File: src/rtl/ccm_pkg.sv
`timescale 1ns/1ps
package ccm_pkg;

  typedef enum logic [1:0] {
    CLS_HIT   = 2'd0,
    CLS_TRUE  = 2'd1,
    CLS_FALSE = 2'd2,
    CLS_OTHER = 2'd3
  } miss_cls_e;

  localparam int unsigned NUM_CLS_CNT = 3;

endpackage

File: src/rtl/ccm_state_ram.sv
`timescale 1ns/1ps
// Per-block coherence record store: one row per block, one write port,
// one combinational read port (maps onto distributed RAM).
module ccm_state_ram #(
  parameter int unsigned DEPTH = 16,
  parameter int unsigned ROW_W = 40,
  localparam int unsigned AW = (DEPTH > 1) ? $clog2(DEPTH) : 1
) (
  input  logic             clk,
  input  logic             rst,
  input  logic             we,
  input  logic [AW-1:0]    waddr,
  input  logic [ROW_W-1:0] wdata,
  input  logic [AW-1:0]    raddr,
  output logic [ROW_W-1:0] rdata
);

  logic [ROW_W-1:0] rows [DEPTH];

  always_ff @(posedge clk) begin
    if (rst) begin
      for (int i = 0; i < DEPTH; i++) rows[i] <= '0;
    end else if (we) begin
      rows[waddr] <= wdata;
    end
  end

  assign rdata = rows[raddr];

endmodule

File: src/rtl/ccm_classify.sv
`timescale 1ns/1ps
// Combinational classification and next-record computation for one access.
module ccm_classify
  import ccm_pkg::*;
#(
  parameter int unsigned NCORES = 4,
  parameter int unsigned WPB    = 4,
  localparam int unsigned CORE_W = (NCORES > 1) ? $clog2(NCORES) : 1,
  localparam int unsigned OFF_W  = (WPB > 1) ? $clog2(WPB) : 1
) (
  input  logic [NCORES-1:0]          held_i,
  input  logic [NCORES-1:0]          seen_i,
  input  logic [NCORES-1:0][WPB-1:0] wmask_i,
  input  logic [NCORES-1:0][WPB-1:0] umask_i,
  input  logic [CORE_W-1:0]          core_i,
  input  logic [OFF_W-1:0]           word_i,
  input  logic                       wr_i,
  output miss_cls_e                  cls_o,
  output logic [NCORES-1:0]          held_o,
  output logic [NCORES-1:0]          seen_o,
  output logic [NCORES-1:0][WPB-1:0] wmask_o,
  output logic [NCORES-1:0][WPB-1:0] umask_o
);

  logic [WPB-1:0]    word_bit;
  logic [NCORES-1:0] self_bit;
  logic [NCORES-1:0] peers_held;
  logic              peer_used_word;
  logic              refetch;

  assign word_bit   = WPB'(1) << word_i;
  assign self_bit   = NCORES'(1) << core_i;
  assign peers_held = held_i & ~self_bit;
  assign refetch    = ~held_i[core_i];

  always_comb begin
    peer_used_word = 1'b0;
    for (int d = 0; d < NCORES; d++) begin
      if (peers_held[d] && umask_i[d][word_i]) peer_used_word = 1'b1;
    end
  end

  always_comb begin
    if (!seen_i[core_i]) begin
      cls_o = CLS_OTHER;
    end else if (held_i[core_i]) begin
      if (!wr_i || (peers_held == '0)) cls_o = CLS_HIT;
      else if (peer_used_word)         cls_o = CLS_TRUE;
      else                             cls_o = CLS_FALSE;
    end else begin
      cls_o = wmask_i[core_i][word_i] ? CLS_TRUE : CLS_FALSE;
    end
  end

  always_comb begin
    held_o  = held_i;
    seen_o  = seen_i;
    wmask_o = wmask_i;
    umask_o = umask_i;
    for (int d = 0; d < NCORES; d++) begin
      if (self_bit[d]) begin
        held_o[d] = 1'b1;
        seen_o[d] = 1'b1;
        if (refetch) begin
          wmask_o[d] = '0;
          umask_o[d] = word_bit;
        end else begin
          umask_o[d] = umask_i[d] | word_bit;
        end
      end else if (wr_i) begin
        held_o[d]  = 1'b0;
        wmask_o[d] = wmask_i[d] | word_bit;
      end
    end
  end

endmodule

File: src/rtl/ccm_sat_counter.sv
`timescale 1ns/1ps
module ccm_sat_counter #(
  parameter int unsigned W = 16
) (
  input  logic         clk,
  input  logic         rst,
  input  logic         inc,
  output logic [W-1:0] count
);

  always_ff @(posedge clk) begin
    if (rst)                      count <= '0;
    else if (inc && count != '1)  count <= count + W'(1);
  end


  cnt_hold_at_max_chk: assert property (@(posedge clk) disable iff (rst)
    (count == '1) |=> (count == '1));


  cnt_step_of_one_chk: assert property (@(posedge clk) disable iff (rst)
    (count != $past(count)) |-> (count == $past(count) + W'(1)));

endmodule

File: src/rtl/coh_miss_classifier.sv
`timescale 1ns/1ps
module coh_miss_classifier
  import ccm_pkg::*;
#(
  parameter int unsigned NCORES  = 4,
  parameter int unsigned NBLOCKS = 16,
  parameter int unsigned WPB     = 4,
  parameter int unsigned CNT_W   = 16,
  localparam int unsigned CORE_W = (NCORES > 1) ? $clog2(NCORES) : 1,
  localparam int unsigned OFF_W  = (WPB > 1) ? $clog2(WPB) : 1,
  localparam int unsigned BLK_W  = (NBLOCKS > 1) ? $clog2(NBLOCKS) : 1,
  localparam int unsigned ADDR_W = BLK_W + OFF_W
) (
  input  logic              clk,
  input  logic              rst,
  input  logic              acc_valid,
  input  logic [CORE_W-1:0] acc_core,
  input  logic [ADDR_W-1:0] acc_addr,
  input  logic              acc_write,
  output logic              res_valid,
  output logic [1:0]        res_class,
  output logic [CNT_W-1:0]  cnt_true,
  output logic [CNT_W-1:0]  cnt_false,
  output logic [CNT_W-1:0]  cnt_other
);

  localparam int unsigned MASKS_W = NCORES * WPB;
  localparam int unsigned ROW_W   = 2 * NCORES + 2 * MASKS_W;

  logic [BLK_W-1:0] blk;
  logic [OFF_W-1:0] word;
  assign blk  = acc_addr[ADDR_W-1:OFF_W];
  assign word = acc_addr[OFF_W-1:0];

  logic [ROW_W-1:0] rd_row, wr_row;

  logic [NCORES-1:0]          cur_held, cur_seen, nxt_held, nxt_seen;
  logic [NCORES-1:0][WPB-1:0] cur_wmask, cur_umask, nxt_wmask, nxt_umask;

  assign {cur_held, cur_seen, cur_wmask, cur_umask} = rd_row;
  assign wr_row = {nxt_held, nxt_seen, nxt_wmask, nxt_umask};

  ccm_state_ram #(.DEPTH(NBLOCKS), .ROW_W(ROW_W)) u_ram (
    .clk   (clk),
    .rst   (rst),
    .we    (acc_valid),
    .waddr (blk),
    .wdata (wr_row),
    .raddr (blk),
    .rdata (rd_row)
  );

  miss_cls_e cls;

  ccm_classify #(.NCORES(NCORES), .WPB(WPB)) u_cls (
    .held_i  (cur_held),
    .seen_i  (cur_seen),
    .wmask_i (cur_wmask),
    .umask_i (cur_umask),
    .core_i  (acc_core),
    .word_i  (word),
    .wr_i    (acc_write),
    .cls_o   (cls),
    .held_o  (nxt_held),
    .seen_o  (nxt_seen),
    .wmask_o (nxt_wmask),
    .umask_o (nxt_umask)
  );

  always_ff @(posedge clk) begin
    if (rst) begin
      res_valid <= 1'b0;
      res_class <= 2'd0;
    end else begin
      res_valid <= acc_valid;
      if (acc_valid) res_class <= cls;
    end
  end

  logic [NUM_CLS_CNT-1:0] cnt_inc;
  logic [CNT_W-1:0]       cnt_val [NUM_CLS_CNT];

  assign cnt_inc[0] = acc_valid && (cls == CLS_TRUE);
  assign cnt_inc[1] = acc_valid && (cls == CLS_FALSE);
  assign cnt_inc[2] = acc_valid && (cls == CLS_OTHER);

  for (genvar g = 0; g < NUM_CLS_CNT; g++) begin : g_cnt
    ccm_sat_counter #(.W(CNT_W)) u_cnt (
      .clk   (clk),
      .rst   (rst),
      .inc   (cnt_inc[g]),
      .count (cnt_val[g])
    );
  end

  assign cnt_true  = cnt_val[0];
  assign cnt_false = cnt_val[1];
  assign cnt_other = cnt_val[2];

  // ---------------- assertions ----------------
  logic [NCORES-1:0] held_but_dirty;
  always_comb begin
    for (int d = 0; d < NCORES; d++) held_but_dirty[d] = cur_held[d] && (cur_wmask[d] != '0);
  end


  res_needs_strobe_chk: assert property (@(posedge clk) disable iff (rst)
    res_valid |-> $past(acc_valid));


  no_strobe_no_res_chk: assert property (@(posedge clk) disable iff (rst)
    !acc_valid |=> !res_valid);


  held_row_clean_chk: assert property (@(posedge clk) disable iff (rst)
    held_but_dirty == '0);


  held_implies_seen_chk: assert property (@(posedge clk) disable iff (rst)
    (cur_held & ~cur_seen) == '0);


  reread_is_hit_chk: assert property (@(posedge clk) disable iff (rst)
    (acc_valid && !acc_write && !$past(rst) && $past(acc_valid) && !$past(acc_write)
     && acc_core == $past(acc_core) && acc_addr == $past(acc_addr))
    |=> (res_class == CLS_HIT));


  after_own_write_hit_chk: assert property (@(posedge clk) disable iff (rst)
    (acc_valid && !$past(rst) && $past(acc_valid) && $past(acc_write)
     && acc_core == $past(acc_core) && blk == $past(blk))
    |=> (res_class == CLS_HIT));

endmodule

File: config.mk
export PLATFORM = sky130hd
export DESIGN_NAME = coh_miss_classifier
export DESIGN_NICKNAME = d
export VERILOG_FILES = /design/src/rtl/ccm_pkg.sv /design/src/rtl/ccm_state_ram.sv /design/src/rtl/ccm_classify.sv /design/src/rtl/ccm_sat_counter.sv /design/src/rtl/coh_miss_classifier.sv
export SDC_FILE = /design/constraint.sdc
export NUM_CORES = 1
export LEC_CHECK = 0
export ABC_AREA = 1
export BUFFER_PORTS_ARGS = -buffer_cell sky130_fd_sc_hd__clkbuf_2
export CORE_AREA = 2 2 281 283
export DETAILED_ROUTE_END_ITERATION = 10
export DIE_AREA = 0 0 283 285
export HOLD_SLACK_MARGIN = 0.15
export PLACE_DENSITY = 0.69
export SLEW_MARGIN = 10
export SYNTH_ARGS = -nofsm -noshare
export SYNTH_HDL_FRONTEND = slang
export SYNTH_HIERARCHICAL = 1
export SYNTH_SLANG_ARGS = --single-unit
File: constraint.sdc
create_clock -name clk -period 9.3 [get_ports clk]
set_input_delay 2.325 -clock clk [delete_from_list [all_inputs] [get_ports clk]]
set_output_delay 2.325 -clock clk [all_outputs]
set_load 0.02 [all_outputs]
# Word level (Yosys, flattened, before mapping)
# Memories as Yosys holds them, arrays and structs flattened.
# Cells that the tools add are included.
[word_totals]
elab_cells = 108
ram_bits = 640
mem_bits_ro = 0
memories = 1
in_bits = 12
reg_bits = 51
out_inout_bits = 51
latch_bits = 0
[op_classes]
magnitude_cmp = 2
n_eq_ne = 6
n_shift = 2
addsub = 3
n_bitwise = 10
n_mul = 0
n_reduce_logical = 14
div_mod_pow = 0
muxes = 65
[mem_list]
columns = ["name", "depth", "width", "read_ports", "rd_ports_with_merged_regs", "write_ports", "line_no", "rtl"]
rows = [
  ["u_ram.rows", 16, 40, 1, 0, 16, "ccm_state_ram.sv:18", "logic [ROW_W-1:0] rows [DEPTH];"],
]
[ops]
columns = ["operator", "count"]
rows = [
  ["$mux W4", 22],
  ["$add A16 B1 Y16 const B", 3],
  ["$ne A16 B16 Y1 const B", 3],
  ["$mux W40", 1],
  ["$reduce_or A40 Y1", 1],
  ["$or A4 B4 Y4", 8],
  ["$mux W1", 29],
  ["$bmux W1 S2", 7],
  ["$logic_and A1 B1 Y1", 10],
  ["$mux W2", 5],
  ["$bmux W4 S2", 1],
  ["$shl A1 B2 Y4 const A", 2],
  ["$lt A2 B3 Y1 const B", 2],
  ["$and A4 B4 Y4", 1],
  ["$eq A2 B2 Y1 const B", 2],
  ["$logic_not A4 Y1", 1],
  ["$not A4 Y4", 1],
  ["$eq A2 B1 Y1 const B", 1],
  ["$logic_not A1 Y1", 1],
  ["$logic_or A1 B1 Y1", 1],
]

# Depth between registers and ports, before layout
[logic_depth]
word_depth = 15
ltp_mapped = 30
mapped_depth_nobuf = 26

# Hierarchy
# Netlist, hierarchy kept.
[modules_own_cells]
columns = ["module", "area_per_inst_um2", "cells_per_inst", "n_inst", "seq_area_each_um2"]
rows = [
  ["ccm_state_ram", 30824.6, 3408, 1, 19218.4],
  ["ccm_sat_counter", 929.6, 149, 3, 320.3],
  ["ccm_classify", 962.2, 203, 1, 0.0],
  ["coh_miss_classifier", 111.4, 15, 1, 60.1],
]

# Worst setup path after synthesis
# OpenSTA, ideal clock, no wires.
[synth_path]
kind = "input -> register"
startpoint = "input port acc_addr[3]"
endpoint = "register g_cnt[0].u_cnt.count[13]"
required_time_ns = 9.185
path_stages = 24
setup_time_ns = 0.115
slack_ns = 4.379
t_arrival_ns = 4.806
path_buffers = 4
path_cell_list = "buf_2 -> buf_2 -> clkbuf_1 -> nand2_1 -> nand3_1 -> nand3_1 -> nand2_1 -> inv_1 -> nor2_1 -> nor3_2 -> nor2_1 -> o21ai_1 -> nand2_1 -> nand2_1 -> nand2_1 -> nand2_1 -> nor2_1 -> buf_2 -> nand3_1 -> or2_0 -> nor2_1 -> nand3_1 -> nand2_1 -> nor2_1"
[synth_via]
word_cells_on_any_way = 36
classes_between = "eq/ne (1); mux (25); bitwise (1); reduce/logical (8); memory (1)"
[synth_lines]
columns = ["item", "line_no", "rtl"]
rows = [
  ["start: declaration", "coh_miss_classifier.sv:18", "input logic [ADDR_W-1:0] acc_addr,"],
  ["$mem_v2 Z16 W40 *", "-", ""],
  ["via rd_row[36]", "coh_miss_classifier.sv:35", "logic [ROW_W-1:0] rd_row, wr_row;"],
  ["$and A4 B4 Y4", "ccm_classify.sv:33", "assign peers_held = held_i & ~self_bit;"],
  ["$logic_and A1 B1 Y1", "ccm_classify.sv:39", "if (peers_held[d] && umask_i[d][word_i]) peer_used_word = 1'b1;"],
  ["$mux W1 (4 in a row)", "ccm_classify.sv:39", ""],
  ["$mux W2", "ccm_classify.sv:48", "else if (peer_used_word) cls_o = CLS_TRUE;"],
  ["$mux W2", "ccm_classify.sv:47", "if (!wr_i || (peers_held == '0)) cls_o = CLS_HIT;"],
  ["$mux W2 *", "ccm_classify.sv:46", "end else if (held_i[core_i]) begin"],
  ["$mux W2 *", "ccm_classify.sv:44", "if (!seen_i[core_i]) begin"],
  ["via cls[0]", "coh_miss_classifier.sv:53", "miss_cls_e cls;"],
  ["$eq A2 B1 Y1 *", "coh_miss_classifier.sv:83", "assign cnt_inc[0] = acc_valid && (cls == CLS_TRUE);"],
  ["$logic_and A1 B1 Y1 *", "coh_miss_classifier.sv:83", ""],
  ["via cnt_inc[0]", "coh_miss_classifier.sv:80", "logic [NUM_CLS_CNT-1:0] cnt_inc;"],
  ["$logic_and A1 B1 Y1 *", "ccm_sat_counter.sv:13", "else if (inc && count != '1) count <= count + W'(1);"],
  ["end signal: assignment", "ccm_sat_counter.sv:13", ""],
  ["end: declaration", "ccm_sat_counter.sv:8", "output logic [W-1:0] count"],
]
# Mark *: on every way through the listed nets, which the timed path passes. The rest lies on a longest branch. The select of a mux whose other input is x is not followed.
# A chain may end at the register's enable or synchronous reset.

# Worst setup path in the final report
[layout_path]
startpoint = "input port acc_addr[2]"
endpoint = "register g_cnt[0].u_cnt.count[13]"
[layout_via]
word_cells_on_any_way = 36
classes_between = "eq/ne (1); mux (25); bitwise (1); reduce/logical (8); memory (1)"
[layout_lines]
columns = ["item", "line_no"]
rows = [
  ["$mem_v2 Z16 W40 *", "-"],
  ["via rd_row[37]", "coh_miss_classifier.sv:35"],
  ["$and A4 B4 Y4", "ccm_classify.sv:33"],
  ["$logic_and A1 B1 Y1", "ccm_classify.sv:39"],
  ["$mux W1 (3 in a row)", "ccm_classify.sv:39"],
  ["$mux W2", "ccm_classify.sv:48"],
  ["$mux W2", "ccm_classify.sv:47"],
  ["$mux W2 *", "ccm_classify.sv:46"],
  ["$mux W2 *", "ccm_classify.sv:44"],
  ["via cls[0]", "coh_miss_classifier.sv:53"],
  ["$eq A2 B1 Y1 *", "coh_miss_classifier.sv:83"],
  ["$logic_and A1 B1 Y1 *", "coh_miss_classifier.sv:83"],
  ["via cnt_inc[0]", "coh_miss_classifier.sv:80"],
  ["$logic_and A1 B1 Y1 *", "ccm_sat_counter.sv:13"],
]
# Marks and branches as above.

==> results.cfg <==
[synthesis]
yosysTopAreaCellShare_pct = 55.41
ys.flop_type = edfxtp_1
async_flop_share_pct = 0
synth-seq-cells = 691
yosys.cell_types.count = 33
synthTopCellsByArea = edfxtp_1 55%, nand2_1 12%, nor2_1 8.3%
yosys_warnings = 6
yosys.area.top_type = edfxtp_1
ys_seq_area_share_pct = 58.35
synth_area_um2 = 34690
syn_avg_cell_area_um2 = 8.516
postSynthCellCount = 4073
syn_nets = 4088
synth-edff-count = 640

[cells_and_area]
final_layout_size_suffix_gt1_share_pct = 7.829
nets = 4024
areaGrowthSynthToFinish_pct = 8.166
fill_cells = 7193

[critical_path]
critPathMaxFanout = 125
r2r_slack_ns = 5.64
r2r-start = u_ram/rows[8][36]$_SDFFCE_PN0P_
r2r-end = g_cnt[0].u_cnt/count[13]$_SDFFE_PP0P_
r2r_cells = 22
cp-start-kind = input pin
worstPathArrival_ns = 6.96
cp-end-kind = register
criticalPathCategory = input pin to register
cp.required_ns = 9.81

[placed_design]
port_buffers = 62
dpl.hpwl_mm = 50.93
routabilityCongestion = 0.8675

[power_and_ir_drop]
power.density_nw_per_um2 = 189.1
ir_drop_mv = 0.1271
p_leak_nw = 16.49
p_total_mw = 7.093

[floorplanning]
rows = 103
core_area_um2 = 77970
die_area_um2 = 80660
ios = 63
die_w_um = 283
start_util_pct = 44.49
die_y_um = 285

[detailed_routing]
drt_first_pass_iters = 7
drc = 0
num_vias = 27160
wl_mm = 99.73
ant_nets = 0
via_per_inst = 5.313
wl_per_cell_um = 19.50
drtIter0Drc = 3524

[min_path]
hold_start = res_class[0]$_SDFFE_PP0P_
hp-class = register to register
holdPathStages = 2
whs_endpoint = res_class[0]$_SDFFE_PP0P_

[grt]
busiest_layer = met2
grt_pass1_wl_mm = 150.2
grt_pass1_vias = 25060
grt_overflow = 0
grt_max_degree = 126
grt.met3_usage_pct = 4.128
grt_util_met2_pct = 38.74
antenna_found_initial = 2
met1_usage_pct = 32.56
grt_usage_pct = 24.25

[sta]
finalSetupViolations = 0
finalHoldViolations = 0
rsz0062_at_grt = no
worst_slew_pin_slew_ns = 1.255
slew_viol_final = 0
max_slew_margin_pct = 16.00
tns_ns = 0
clock_skew_ns = 0.03783
period_share_pct = 69.26
post-route-min-period_ns = 6.441
fmax_mhz = 155.3

[clocking]
post-cts-setup-buffers = 0
cts_tree = yes
cts-root-buf = clkbuf_16
cts.repair.resized = 0
clkLatencyLatePin_ns = 0.63
cts_inserted_buffers = 74
h-tree-depth = 3
clkSinkCount = 691
cts_buffer_depth = 3
clk_pin_slew_ns = 0.06
cts-hold-fix-buffers = 0

[job]
cap_violations = 0

[outcome]
outcome = complete, no violations
[power breakdown]
group | switching [mW] | internal [mW] | total [mW]
clock network | 1.21 | 1.62 | 2.83
logic | 0.568 | 0.153 | 0.722
registers | 0.0332 | 3.51 | 3.54
[worst max path at each step]
stage	depth (start not counted)	endpoint	from	slack (ns)
floorplan	24	g_cnt[0].u_cnt/count[13]$_SDFFE_PP0P_	acc_addr[3]	4.38
finish	25	g_cnt[0].u_cnt/count[13]$_SDFFE_PP0P_	acc_addr[2]	2.86
global route	25	g_cnt[0].u_cnt/count[13]$_SDFFE_PP0P_	acc_addr[2]	2.49
global placement	25	g_cnt[0].u_cnt/count[13]$_SDFFE_PP0P_	acc_addr[2]	2.34
detailed placement	25	g_cnt[0].u_cnt/count[13]$_SDFFE_PP0P_	acc_addr[2]	2.30
CTS	25	g_cnt[0].u_cnt/count[13]$_SDFFE_PP0P_	acc_addr[2]	2.96
[per-layer routing]
layer  vias up  part of all wire, %
met5         -                0.013
met4         2                  4.2
met3       277                   11
met2      1552                   45
met1     12680                   39
li1      12650                    -
[cells by family after synthesis]
group / Yosys count / synth area share [%]
and+or+nand+nor: 2447 / 29.14
buffers and inverters: 846 / 10.94
DFF: 691 / 58.35
AOI/OAI and AO/OA: 86 / 1.457
adders and majority gates: 3 / 0.1082
[cell usage after synthesis (3+ instances only)]
cell / number
o21ai_0: 32
nand3_1: 518
nor3_2: 5
inv_2: 9
buf_1: 19
nor3_1: 3
inv_1: 587
nor2_8: 3
nor2_2: 34
ha_1: 3
or2_0: 3
o22ai_1: 8
a21oi_1: 25
o21ai_1: 10
edfxtp_1: 640
nand2_1: 1087
buf_2: 91
nand2_2: 9
nand4_1: 9
dfxtp_1: 51
clkbuf_4: 3
clkbuf_1: 70
nor2_4: 6
buf_6: 65
nor2_1: 767
o22ai_2: 7
[flip-flops by register name (all words and copies together) (netlist names)]
| name | count |
|---|---|
| u_ram/rows | 640 |
| g_cnt.u_cnt/count | 48 |
| res_class | 2 |
| res_valid | 1 |
[critical path, stage by stage]
cell,delay (ns)
buf_8,0.26
inv_8,0.66
buf_4,0.46
nand2_1,0.08
nand2_1,0.07
nand2_1,0.05
nand3_1,0.09
nand3_1,0.15
nand2_1,0.38
inv_1,0.12
o22ai_2,0.22
nor2_2,0.09
nand2_1,0.07
nor2_1,0.04
nand2_1,0.07
nand2_1,0.05
nand2_1,0.15
nand2_1,0.13
nor2_1,0.61
nand3_1,0.17
or2_0,0.23
nor2_1,0.14
nand3_1,0.09
nand2_1,0.07
nor2_1,0.05
[layout by cell type (no fill, tap or decap), types with 9 or more instances in the layout]
cell type	n
nand2_2	41
o21ai_1	10
clkbuf_2	59
inv_1	586
nand2_1	1055
nand4_1	9
o21ai_0	32
dfxtp_1	51
nor2_1	767
edfxtp_1	640
clkinv_1	10
nand3_1	518
nor2_2	34
buf_4	47
clkinv_2	12
clkbuf_1	20
a21oi_1	25
clkbuf_16	78
[per-stage QoR]
step / utilization [%] / area (um^2) / hold slack [ns] / setup slack, ns / cells
after floorplan: - / 34690 / 0.5297 / 4.379 / 4073
after global placement: 45.21 / 35250 / 0.4642 / 2.340 / 4983
after detailed placement: 45.21 / 35250 / 0.4640 / 2.301 / 4983
after CTS: 48.12 / 37520 / 0.4742 / 2.962 / 5112
after global routing: 48.12 / 37520 / 0.4892 / 2.490 / 5113
final: 48.12 / 37520 / 0.4709 / 2.859 / 5113
[cell type report]
| class | instances | area (um^2) | area share, % |
|---|---|---|---|
| Antenna cell | 1 | 2.502 | 0.006670 |
| Tap cell | 1050 | 1314 | 3.502 |
| Sequential cell | 691 | 20240 | 53.94 |
| Clock inverter | 29 | 224.0 | 0.5969 |
| Inverter | 596 | 2252 | 6.003 |
| Multi-Input combinational cell | 2536 | 10730 | 28.60 |
| Timing Repair Buffer | 110 | 714.4 | 1.904 |
| Clock buffer | 100 | 2042 | 5.442 |
Note: power is estimated with default switching activity, not from simulation.
